## config.mk

```make
export PLATFORM = sky130hd
export DESIGN_NAME = msi_eventq_writer
export DESIGN_NICKNAME = d
export VERILOG_FILES = /design/src/rtl/mqw_pkg.sv /design/src/rtl/mqw_ctrl.sv /design/src/rtl/mqw_dpath.sv /design/src/rtl/msi_eventq_writer.sv
export SDC_FILE = /design/constraint.sdc
export NUM_CORES = 1
export LEC_CHECK = 0
export BUFFER_PORTS_ARGS = -buffer_cell sky130_fd_sc_hd__buf_2
export CAP_MARGIN = 20
export CORE_MARGIN = 1.5
export CORE_UTILIZATION = 28
export DETAILED_ROUTE_END_ITERATION = 10
export MAX_ROUTING_LAYER = met4
export SLEW_MARGIN = 30
export SYNTH_ARGS = -nofsm -noshare
export SYNTH_HDL_FRONTEND = slang
export SYNTH_SLANG_ARGS = --single-unit
export TNS_END_PERCENT = 10
```

## constraint.sdc

```tcl
create_clock -name clk -period 12.4 [get_ports clk]
set_clock_uncertainty 0.1 [all_clocks]
set_input_delay 2.48 -clock clk [delete_from_list [all_inputs] [get_ports clk]]
set_output_delay 2.48 -clock clk [all_outputs]
set_load 0.02 [all_outputs]
```

## src/rtl/mqw_pkg.sv

```systemverilog
`timescale 1ns/1ps
package mqw_pkg;
  localparam int MAX_Q  = 8;
  localparam int QIDX_W = $clog2(MAX_Q);

  localparam int CTRL_EQ_EN  = 0;
  localparam int CTRL_EVT_IE = 1;
  localparam int CTRL_IRQ_EN = 11;

  typedef struct packed {
    logic              capture;
    logic              discardErr;
    logic              advanceTail;
    logic [QIDX_W-1:0] qIdx;
  } ctrlStrobe_t;
endpackage

```

## src/rtl/mqw_ctrl.sv

```systemverilog
`timescale 1ns/1ps
module mqw_ctrl
  import mqw_pkg::*;
#(
  parameter int NUM_Q     = 6,
  parameter int ADDR_W    = 32,
  parameter int SLOT_SH   = 2,
  parameter int REGION_SH = 12
) (
  input  logic              clk,
  input  logic              rstN,
  input  logic              multiRegion,
  input  logic              msiValid,
  output logic              msiReady,
  input  logic [ADDR_W-1:0] msiAddr,
  input  logic [ADDR_W-1:0] msiBase,
  input  logic [NUM_Q-1:0]  qEnable,
  input  logic [NUM_Q-1:0]  qFull,
  output logic              memValid,
  input  logic              memDone,
  output ctrlStrobe_t       strobe
);
  logic [ADDR_W-1:0] offset;
  logic [ADDR_W-1:0] qRaw;
  logic              inRange;
  logic [QIDX_W-1:0] qSel;
  logic [QIDX_W-1:0] qHeld;
  logic [MAX_Q-1:0]  enPad;
  logic [MAX_Q-1:0]  fullPad;
  logic              selEn;
  logic              busy;
  logic              accept;

  always_comb begin
    offset  = msiAddr - msiBase;
    qRaw    = multiRegion ? (offset >> REGION_SH) : (offset >> SLOT_SH);
    inRange = qRaw < ADDR_W'(NUM_Q);
    qSel    = qRaw[QIDX_W-1:0];
    enPad   = MAX_Q'(qEnable);
    fullPad = MAX_Q'(qFull);
    selEn   = inRange && enPad[qSel];
    accept  = msiValid && !busy && !(selEn && fullPad[qSel]);
  end

  assign msiReady = accept;
  assign memValid = busy;

  always_comb begin
    strobe.capture     = accept && selEn;
    strobe.discardErr  = accept && inRange && !enPad[qSel];
    strobe.advanceTail = busy && memDone;
    strobe.qIdx        = busy ? qHeld : qSel;
  end

  always_ff @(posedge clk) begin
    if (!rstN) begin
      busy  <= 1'b0;
      qHeld <= '0;
    end else if (strobe.capture) begin
      busy  <= 1'b1;
      qHeld <= qSel;
    end else if (strobe.advanceTail) begin
      busy  <= 1'b0;
    end
  end
endmodule

```

## src/rtl/mqw_dpath.sv

```systemverilog
`timescale 1ns/1ps
module mqw_dpath
  import mqw_pkg::*;
#(
  parameter int NUM_Q     = 6,
  parameter int ADDR_W    = 32,
  parameter int DATA_W    = 16,
  parameter int ENTRY_W   = 32,
  parameter int PTR_W     = 6,
  parameter int REG_AW    = 8,
  parameter int REGION_SH = 12
) (
  input  logic               clk,
  input  logic               rstN,
  input  logic               multiRegion,
  input  logic [DATA_W-1:0]  msiData,
  input  ctrlStrobe_t        strobe,
  input  logic               regWe,
  input  logic [REG_AW-1:0]  regAddr,
  input  logic [31:0]        regWdata,
  output logic [31:0]        regRdata,
  output logic [ADDR_W-1:0]  msiBase,
  output logic [NUM_Q-1:0]   qEnable,
  output logic [NUM_Q-1:0]   qFull,
  output logic [ADDR_W-1:0]  memAddr,
  output logic [ENTRY_W-1:0] memData,
  output logic [NUM_Q-1:0]   irq
);
  localparam int ENTRY_SH  = $clog2(ENTRY_W / 8);
  localparam int QSTRIDE_SH = PTR_W + ENTRY_SH;
  localparam int RIDX_W    = REG_AW - 4;
  localparam logic [REG_AW-1:0] A_EQBASE  = REG_AW'(8'h00);
  localparam logic [REG_AW-1:0] A_MSIBASE = REG_AW'(8'h04);
  localparam logic [REG_AW-1:0] A_ERR     = REG_AW'(8'h08);
  localparam logic [REG_AW-1:0] A_QBASE   = REG_AW'(8'h40);

  logic [ADDR_W-1:0] eqBase;
  logic [NUM_Q-1:0]  errQ, enQ, evtQ, ieQ;
  logic [PTR_W-1:0]  headQ [NUM_Q];
  logic [PTR_W-1:0]  tailQ [NUM_Q];

  logic [REG_AW-1:0] rel;
  logic [RIDX_W-1:0] rIdx;
  logic [1:0]        rFld;
  logic              isQ;
  logic [PTR_W-1:0]  tailSel;
  logic [ADDR_W-1:0] qOff;
  logic [NUM_Q-1:0]  errSet, errClr;

  always_comb begin
    rel  = regAddr - A_QBASE;
    rIdx = rel[REG_AW-1:4];
    rFld = rel[3:2];
    isQ  = (regAddr >= A_QBASE) && (int'(rIdx) < NUM_Q) && (rel[1:0] == 2'b00);
    tailSel = '0;
    for (int q = 0; q < NUM_Q; q++)
      if (strobe.qIdx == QIDX_W'(q)) tailSel = tailQ[q];
    qOff   = multiRegion ? (ADDR_W'(strobe.qIdx) << REGION_SH)
                         : (ADDR_W'(strobe.qIdx) << QSTRIDE_SH);
    errSet = strobe.discardErr ? (NUM_Q'(1) << strobe.qIdx) : '0;
    errClr = (regWe && regAddr == A_ERR) ? regWdata[NUM_Q-1:0] : '0;
  end

  always_ff @(posedge clk) begin
    if (!rstN) begin
      eqBase  <= '0;
      msiBase <= '0;
      errQ    <= '0;
      memAddr <= '0;
      memData <= '0;
    end else begin
      if (regWe && regAddr == A_EQBASE)  eqBase  <= ADDR_W'(regWdata);
      if (regWe && regAddr == A_MSIBASE) msiBase <= ADDR_W'(regWdata);
      errQ <= (errQ & ~errClr) | errSet;
      if (strobe.capture) begin
        memAddr <= eqBase + qOff + (ADDR_W'(tailSel) << ENTRY_SH);
        memData <= ENTRY_W'(msiData);
      end
    end
  end

  always_ff @(posedge clk) begin
    if (!rstN) begin
      enQ  <= '0;
      evtQ <= '0;
      ieQ  <= '0;
      for (int q = 0; q < NUM_Q; q++) begin
        headQ[q] <= '0;
        tailQ[q] <= '0;
      end
    end else begin
      for (int q = 0; q < NUM_Q; q++) begin
        if (regWe && isQ && rIdx == RIDX_W'(q)) begin
          if (rFld == 2'd0) begin
            enQ[q]  <= regWdata[CTRL_EQ_EN];
            evtQ[q] <= regWdata[CTRL_EVT_IE];
            ieQ[q]  <= regWdata[CTRL_IRQ_EN];
          end else if (rFld == 2'd1) begin
            headQ[q] <= regWdata[PTR_W-1:0];
          end
        end
        if (strobe.advanceTail && strobe.qIdx == QIDX_W'(q))
          tailQ[q] <= tailQ[q] + 1'b1;
      end
    end
  end

  genvar g;
  generate
    for (g = 0; g < NUM_Q; g++) begin : gQueue
      assign qEnable[g] = enQ[g];
      assign qFull[g]   = (PTR_W'(tailQ[g] + 1'b1) == headQ[g]);
      assign irq[g]     = enQ[g] && evtQ[g] && ieQ[g] && (headQ[g] != tailQ[g]);
    end
  endgenerate

  always_comb begin
    regRdata = '0;
    if (regAddr == A_EQBASE)       regRdata = 32'(eqBase);
    else if (regAddr == A_MSIBASE) regRdata = 32'(msiBase);
    else if (regAddr == A_ERR)     regRdata = 32'(errQ);
    else if (isQ) begin
      for (int q = 0; q < NUM_Q; q++) begin
        if (rIdx == RIDX_W'(q)) begin
          if (rFld == 2'd0) begin
            regRdata[CTRL_EQ_EN]  = enQ[q];
            regRdata[CTRL_EVT_IE] = evtQ[q];
            regRdata[CTRL_IRQ_EN] = ieQ[q];
          end else if (rFld == 2'd1) regRdata = 32'(headQ[q]);
          else if (rFld == 2'd2)     regRdata = 32'(tailQ[q]);
        end
      end
    end
  end
endmodule

```

## src/rtl/msi_eventq_writer.sv

```systemverilog
`timescale 1ns/1ps
module msi_eventq_writer
  import mqw_pkg::*;
#(
  parameter int NUM_Q  = 6,
  parameter int ADDR_W = 32,
  parameter int DATA_W = 16,
  parameter int PTR_W  = 6,
  parameter int REG_AW = 8
) (
  input  logic              clk,
  input  logic              rstN,
  input  logic              multiRegion,
  input  logic              msiValid,
  output logic              msiReady,
  input  logic [ADDR_W-1:0] msiAddr,
  input  logic [DATA_W-1:0] msiData,
  output logic              memValid,
  output logic [ADDR_W-1:0] memAddr,
  output logic [31:0]       memData,
  input  logic              memDone,
  input  logic              regWe,
  input  logic [REG_AW-1:0] regAddr,
  input  logic [31:0]       regWdata,
  output logic [31:0]       regRdata,
  output logic [NUM_Q-1:0]  irq
);
  ctrlStrobe_t       strobe;
  logic [ADDR_W-1:0] msiBase;
  logic [NUM_Q-1:0]  qEnable, qFull;

  mqw_ctrl #(.NUM_Q(NUM_Q), .ADDR_W(ADDR_W)) u_ctrl (
    .clk, .rstN, .multiRegion, .msiValid, .msiReady, .msiAddr,
    .msiBase, .qEnable, .qFull, .memValid, .memDone, .strobe
  );

  mqw_dpath #(.NUM_Q(NUM_Q), .ADDR_W(ADDR_W), .DATA_W(DATA_W), .ENTRY_W(32),
              .PTR_W(PTR_W), .REG_AW(REG_AW)) u_dpath (
    .clk, .rstN, .multiRegion, .msiData, .strobe, .regWe, .regAddr,
    .regWdata, .regRdata, .msiBase, .qEnable, .qFull, .memAddr, .memData, .irq
  );
endmodule

```

==> impl_metrics.tcl, run 1 <==
set metrics [dict create \
    combinationalPowerShare_pct 13.9 \
    crit_chain "buf_2 > ha_1 > a21oi_1 > o21ai_0 > o21ai_0 > o311ai_0 > a21oi_2 > mux2_2 > nor2_1 > o32a_1 > inv_1 > a31oi_1 > buf_2" \
    slew_headroom_pct 38.1 \
    clkLatencyLatePin_ns 0.56 \
    p_sw_share_pct 28.8 \
    die-height_microns 232 \
    synth_edf_count 72 \
    grtUsageTotal_pct 19.7 \
    layout-drive-gt1-share_pct 14.1 \
    cp.buffers_inverters 3 \
    num_rows 83 \
    grt_pass1_vias 13421 \
    pwr_density_cell_nw_per_um2 103 \
    wire_per_inst_microns 20.0 \
    antenna_found_initial 7 \
    overflow 0 \
    drtAntennaViolNets 0 \
    cts_hold_buffers 0 \
    synth_top_area_share_pct 19.1 \
    synth_ff_type "dfxtp_1" \
    routed_wl_microns 52200 \
    cp.required_ns 9.82 \
    worst-r2r-cell-count 21 \
    syn_area_per_cell_sq_um 8.20 \
    ys_ff_latch 212 \
    finalCritPeriodShare_pct 70.2 \
    cts_root_buf "clkbuf_16" \
    pwr-share-seq_pct 42.9 \
    max_cap_violations 0 \
    rsz0062_at_grt "false" \
    tns_ns 0 \
    power.leakage_nw 6.17 \
    peakVddDrop_mv 0.0849 \
    tightest_slew_ns 0.919 \
    fin_nets 2046 \
    cts_resized 0 \
    clkSinkCount 212 \
    synth_area_leaders "dfxtp_1 19%, edfxtp_1 15%, nand2_1 8.6%" \
    r2r-start "u_dpath.msiBase[11]$_SDFFE_PN0P_" \
    cp.arrival_ns 6.12 \
    critical_path.max_fanout 10 \
    whs_path_depth 2 \
    status "finished clean" \
    cts_setup_buffers 0 \
    grt_max_degree 90 \
    syn_inst 1786 \
    regToRegSetupSlack_ns 5.78 \
    place.port_buffers 181 \
    pin_count 198 \
    power.switching_mw 0.503 \
    die_w_microns 232 \
    yosys.cell_types.count 81 \
    hold_viol_final 0 \
    yosys_warnings 0 \
    worst_setup_path_start_kind "primary input" \
    holdPathEnd "u_dpath.memAddr[11]$_SDFFE_PN0P_" \
    finalSetupViolCount 0 \
    gp_congestion 0.946 \
    htreeDepth 1 \
    endpoint_kind "output port" \
    synth_top_area_cell "dfxtp_1" \
    post-route-util_pct 32.7 \
    dieArea_sq_um 53700 \
    avgViaCountPerCell 5.26 \
    clkPwrFrac_pct 43.2 \
    yosys-top-cells-count "334 x nand2_1, 140 x dfxtp_1, 115 x nor2_1" \
    drc 0 \
    internal_power_mw 1.24 \
    crit_slowest_cell "a21oi_2" \
    path_clk_slew_ns 0.06 \
    start_util_pct 28.4 \
    drt_iter0_drc 1096 \
    syn_to_final_growth_pct 15.2 \
    numCtsBuffers 27 \
    whs_ns 0.354 \
    tritoncts "built" \
    cp_top_family "compound AO/OA/AOI/OAI gates" \
    finalCriticalPeriod_ns 8.70 \
    dpl.hpwl_microns 39200 \
    fmax_mhz 115 \
    dr.pass1.iters 5 \
    cpPeakStageDelay_ns 0.63 \
    synth_seq_area_share_pct 33.9 \
    coreArea_sq_um 51500 \
    critPathKind "in2out" \
    r2r-end "u_dpath.memAddr[23]$_SDFFE_PN0P_" \
    vias 13715 \
    hp-class "reg2reg" \
    grt_pass1_wl_microns 79400 \
    yosys.cell_count.top_type "nand2_1" \
    synth_area_sq_um 14600 \
    hp-start "u_dpath.memAddr[11]$_SDFFE_PN0P_" \
    slew_viol_final 0 \
    clock_path_buffers 3 \
    async_reset_ff_share_pct 0 \
]
## layout make-up
| cell class | instances | area, sq um |
|---|---|---|
| fillers | 5522 | 34600 |
| multi-input cells | 1405 | 8960 |
| flip-flops and latches | 212 | 4960 |
| repair buffers | 196 | 1020 |
| well taps | 680 | 851 |
| clock buffers | 35 | 747 |
| inverters | 58 | 218 |
| clock inverters | 14 | 77.6 |
| diodes | 7 | 17.5 |
## power by group through the flow
stage | logic (mW) | clock network [mW] | registers (mW)
2_1_floorplan | 0.170 | 0 | 0.751
3_3_place_gp | 0.236 | 0 | 0.762
3_5_place_dp | 0.238 | 0 | 0.762
4_1_cts | 0.239 | 0.772 | 0.748
5_1_grt | 0.265 | 0.793 | 0.749
6_report | 0.243 | 0.754 | 0.748
## metrics by stage
step	instance area (sq um)	worst slack (ns)	std cells	power, mW
after floorplan	14700	4.55	1801	0.921
after global placement	16000	3.71	2551	0.999
after detailed placement	16000	3.64	2551	1.00
after CTS	16800	3.63	2600	1.76
after global routing	16900	3.35	2607	1.81
final	16900	3.70	2607	1.74
## worst max-delay path by stage
| stage | start | to | slack, ns | depth (start not counted) |
|---|---|---|---|---|
| floorplan | msiAddr[7] | msiReady | 4.55 | 12 |
| global placement | msiAddr[11] | msiReady | 3.71 | 13 |
| detailed placement | msiAddr[11] | msiReady | 3.64 | 13 |
| CTS | msiAddr[11] | msiReady | 3.63 | 13 |
| global route | msiAddr[11] | msiReady | 3.35 | 13 |
| finish | msiAddr[11] | msiReady | 3.70 | 13 |
## layer usage
metal	GRT usage (%)	vias to the layer above	wire length, microns
met1	24.1	6637	22100
met5	-	-	0
li1	-	6522	-
met2	31.5	466	23900
met3	4.83	90	4190
met4	6.88	0	2010
## cells by family after synthesis
group	synth area share [%]
flip-flops	33.9
AO/OA/AOI/OAI	20.4
adder cells (fa/ha/maj)	4.49
XOR/XNOR	7.24
other	0.0256
AND/OR/NAND/NOR	21.3
multiplexers	7.20
buffers and inverters	5.45
## layout by cell type, fill, tap and decap left out, types with 55 or more instances in the layout
| cell type | count |
|---|---|
| edfxtp_1 | 72 |
| o21ai_0 | 85 |
| buf_2 | 180 |
| nor2_1 | 115 |
| xnor2_1 | 64 |
| inv_1 | 58 |
| nand3_1 | 55 |
| a21boi_0 | 84 |
| nand2_1 | 333 |
| mux2i_1 | 77 |
| dfxtp_1 | 140 |
| xor2_1 | 57 |
| a21oi_1 | 66 |
## state kept, by name (all words and copies together), names as in the netlist
signal and flops:
u_ctrl.qHeld 3, u_dpath.qEnable 6, u_dpath.memAddr 32, u_dpath.errQ 6
u_dpath.memData 16, u_ctrl.memValid 1, u_dpath.eqBase 32, u_dpath.ieQ 6
u_dpath.evtQ 6, u_dpath.msiBase 32, u_dpath.tailQ 36, u_dpath.headQ 36
## worst min-delay path, delay by kind of cell, from the launching register on
family | cells | cell delay [ns]
DFF | 1 | 0.31
and+or+nand+nor | 1 | 0.05
muxes | 1 | 0.05
No activity file was read; power rests on OpenSTA's default activity.
==> run 2: changes to the inputs <==
ABC_AREA = 1   (was not set)
clock period = 7.3 ns   (was 12.4 ns; I/O delays follow)
==> run 2 against run 1 <==
Die area rose by 5.7%. Clock power rose by 100%. Total power rose by 87%. Synthesized cell count rose by 33%. Register-to-register slack got worse by 4.1 ns. Largest power group unchanged. Cell count rose by 25%. Non-clock buffer count did not move. Area after synthesis rose by 5.8%. Wire length rose by 8.0%.
==> impl_metrics.tcl, run 2 <==
set metrics [dict create \
    rsz0062_at_grt "false" \
    critical_path.max_fanout 8 \
    cpPeakStageDelay_ns 0.38 \
    critPathLaunch "msiAddr[12]" \
    final_cell_mix "582 x nand2_1, 410 x inv_1, 278 x nor2_1, 180 x buf_2, 148 x o21ai_0" \
    yosys.cell_types.count 53 \
    cts_hold_buffers 0 \
    vias 15668 \
    synth_edf_count 72 \
    worst-r2r-cell-count 33 \
    r2r-start "u_dpath.msiBase[11]$_SDFFE_PN0P_" \
    worst_setup_path_start_kind "primary input" \
    whs_path_depth 2 \
    finalCriticalPeriod_ns 6.23 \
    cts_resized 0 \
    fmax_mhz 161 \
    reg_top3 "u_dpath.headQ: 36 flops, u_dpath.tailQ: 36 flops" \
    whs_ns 0.378 \
    dr.pass1.iters 6 \
    die_w_microns 238 \
    drt_iter0_drc 1316 \
    numCtsBuffers 27 \
    path_clk_slew_ns 0.06 \
    dpl.hpwl_microns 43600 \
    cp.buffers_inverters 4 \
    r2r-end "u_dpath.memAddr[31]$_SDFFE_PN0P_" \
    yosys_warnings 0 \
    slew_viol_final 0 \
    wire_per_inst_microns 17.3 \
    async_reset_ff_share_pct 0 \
    dp.cells 3205 \
    hold_viol_final 0 \
    synth_seq_area_share_pct 32.1 \
    synth_top_area_cell "dfxtp_1" \
    start_util_pct 28.2 \
    die-height_microns 238 \
    clkPwrFrac_pct 46.4 \
    peakVddDrop_mv 0.187 \
    final_common_cell "nand2_1" \
    avgViaCountPerCell 4.81 \
    routed_wl_microns 56400 \
    yosys-top-cells-count "584 x nand2_1, 410 x inv_1, 279 x nor2_1" \
    syn_inst 2381 \
    cts_root_buf "clkbuf_16" \
    synth_area_leaders "dfxtp_1 18%, nand2_1 14%, edfxtp_1 14%" \
    cp_common_cell "nand2_1" \
    endpoint_kind "flip-flop" \
    power.leakage_nw 8.36 \
    fin_area_sq_um 18000 \
    internal_power_mw 2.32 \
    antenna_found_initial 1 \
    num_rows 86 \
    grt_pass1_vias 14450 \
    clkSinkCount 212 \
    tightest_slew_ns 0.934 \
    htreeDepth 1 \
    synth_ff_type "dfxtp_1" \
    overflow 0 \
    cp.arrival_ns 6.58 \
    hp-start "u_dpath.ieQ[5]$_SDFFE_PN0P_" \
    tns_ns 0 \
    pwr-share-seq_pct 38.8 \
    power.switching_mw 0.936 \
    max_cap_violations 0 \
    synth_top_area_share_pct 18.1 \
    gp_congestion 0.945 \
    hp-class "reg2reg" \
    synth_area_sq_um 15500 \
    coreArea_sq_um 54900 \
    grt_max_degree 84 \
    final_cells 3255 \
    regToRegSetupSlack_ns 1.64 \
    tritoncts "built" \
    grt_pass1_wl_microns 85100 \
    cts_setup_buffers 0 \
    pin_count 198 \
    slew_headroom_pct 37.1 \
    p_sw_share_pct 28.7 \
    place.port_buffers 181 \
    fin_nets 2676 \
    finalCritPeriodShare_pct 85.3 \
    cp_top_family "compound AO/OA/AOI/OAI gates" \
    num_antenna_cells 0 \
    finalSetupViolCount 0 \
    status "finished clean" \
    drc 0 \
    p_total_mw 3.26 \
    pwr_density_cell_nw_per_um2 181 \
    crit_slowest_cell "ha_1" \
    clock_path_buffers 3 \
    syn_area_per_cell_sq_um 6.51 \
    dieArea_sq_um 56700 \
    grtUsageTotal_pct 19.9 \
    combinationalPowerShare_pct 14.8 \
    ys_ff_latch 212 \
    placed_area_sq_um 17000 \
    cp.required_ns 7.65 \
    layout-drive-gt1-share_pct 11.1 \
    syn_to_final_growth_pct 16.2 \
    yosys.cell_count.top_type "nand2_1" \
    drtAntennaViolNets 0 \
    holdPathEnd "u_dpath.ieQ[5]$_SDFFE_PN0P_" \
    clkLatencyLatePin_ns 0.57 \
    critPathKind "in2reg" \
]
==> run 2: cell types whose count changed after synthesis, moves of 51 or more <==
cell	change
nand4_1	+58
nand3_1	+51
nand2_1	+250
mux2i_1	-77
nor2_1	+164
inv_1	+352
a21oi_1	+52
a21boi_0	-82
o21ai_0	+66
==> run 2: logic make-up (layout without fill, tap and decap cells) <==
family	count (synthesis)	count (layout)	share of synthesized area, %
other	1	16	0.0242
adder cells (fa/ha/maj)	52	52	4.25
AO/OA/AOI/OAI	363	363	13.2
XOR/XNOR	116	116	6.56
flip-flops	212	212	32.1
AND/OR/NAND/NOR	1125	1125	30.7
buffers and inverters	512	667	13.2
==> run 2: how the worst max path moves through the flow <==
stage,endpoint,cells past startpoint
after floorplan,u_dpath.memAddr[31]$_SDFFE_PN0P_,33
after global placement,u_dpath.memAddr[31]$_SDFFE_PN0P_,33
after detailed placement,u_dpath.memAddr[31]$_SDFFE_PN0P_,33
after CTS,u_dpath.memAddr[31]$_SDFFE_PN0P_,33
after global routing,u_dpath.memAddr[31]$_SDFFE_PN0P_,33
final,u_dpath.memAddr[31]$_SDFFE_PN0P_,33
==> run 2: power by group through the flow <==
| stage | logic (mW) | registers [mW] | clock network (mW) |
|---|---|---|---|
| after global placement | 0.476 | 1.29 | 0 |
| final | 0.482 | 1.26 | 1.51 |
| after detailed placement | 0.476 | 1.29 | 0 |
| after floorplan | 0.335 | 1.28 | 0 |
| after CTS | 0.478 | 1.26 | 1.54 |
| after global routing | 0.538 | 1.26 | 1.58 |
==> run 2: worst reg2reg max path, delay by kind of cell, from the launching register on <==
family / cells / cell delay [ns]
simple gates: 19 / 2.30
compound gates: 8 / 1.57
fa+ha+maj: 2 / 0.79
flops: 1 / 0.33
buf+inv: 3 / 0.28
xor+xnor: 1 / 0.15
==> run 2: layout make-up <==
| type | count | area, sq um |
|---|---|---|
| inverter | 421 | 1580 |
| timing repair buffer | 196 | 1020 |
| fill | 6065 | 36900 |
| clock inverter | 13 | 180 |
| tap | 704 | 881 |
| sequential | 212 | 4960 |
| clock buffer | 37 | 827 |
| multi-input combinational | 1672 | 8550 |
==> run 2: metal layers <==
| metal | wire length [microns] | track usage [%] | vias to the layer above |
|---|---|---|---|
| li1 | - | - | 7905 |
| met1 | 25000 | 25.6 | 7102 |
| met2 | 25400 | 31.9 | 560 |
| met3 | 4170 | 3.40 | 101 |
| met4 | 1820 | 6.08 | 0 |
| met5 | 0 | - | - |
==> run 2: stage by stage <==
stage	utilization, %	setup slack, ns
after floorplan	-	1.65
after global placement	31.0	0.747
after detailed placement	31.0	0.610
after CTS	32.8	1.16
after global routing	32.8	0.542
final	32.8	1.07
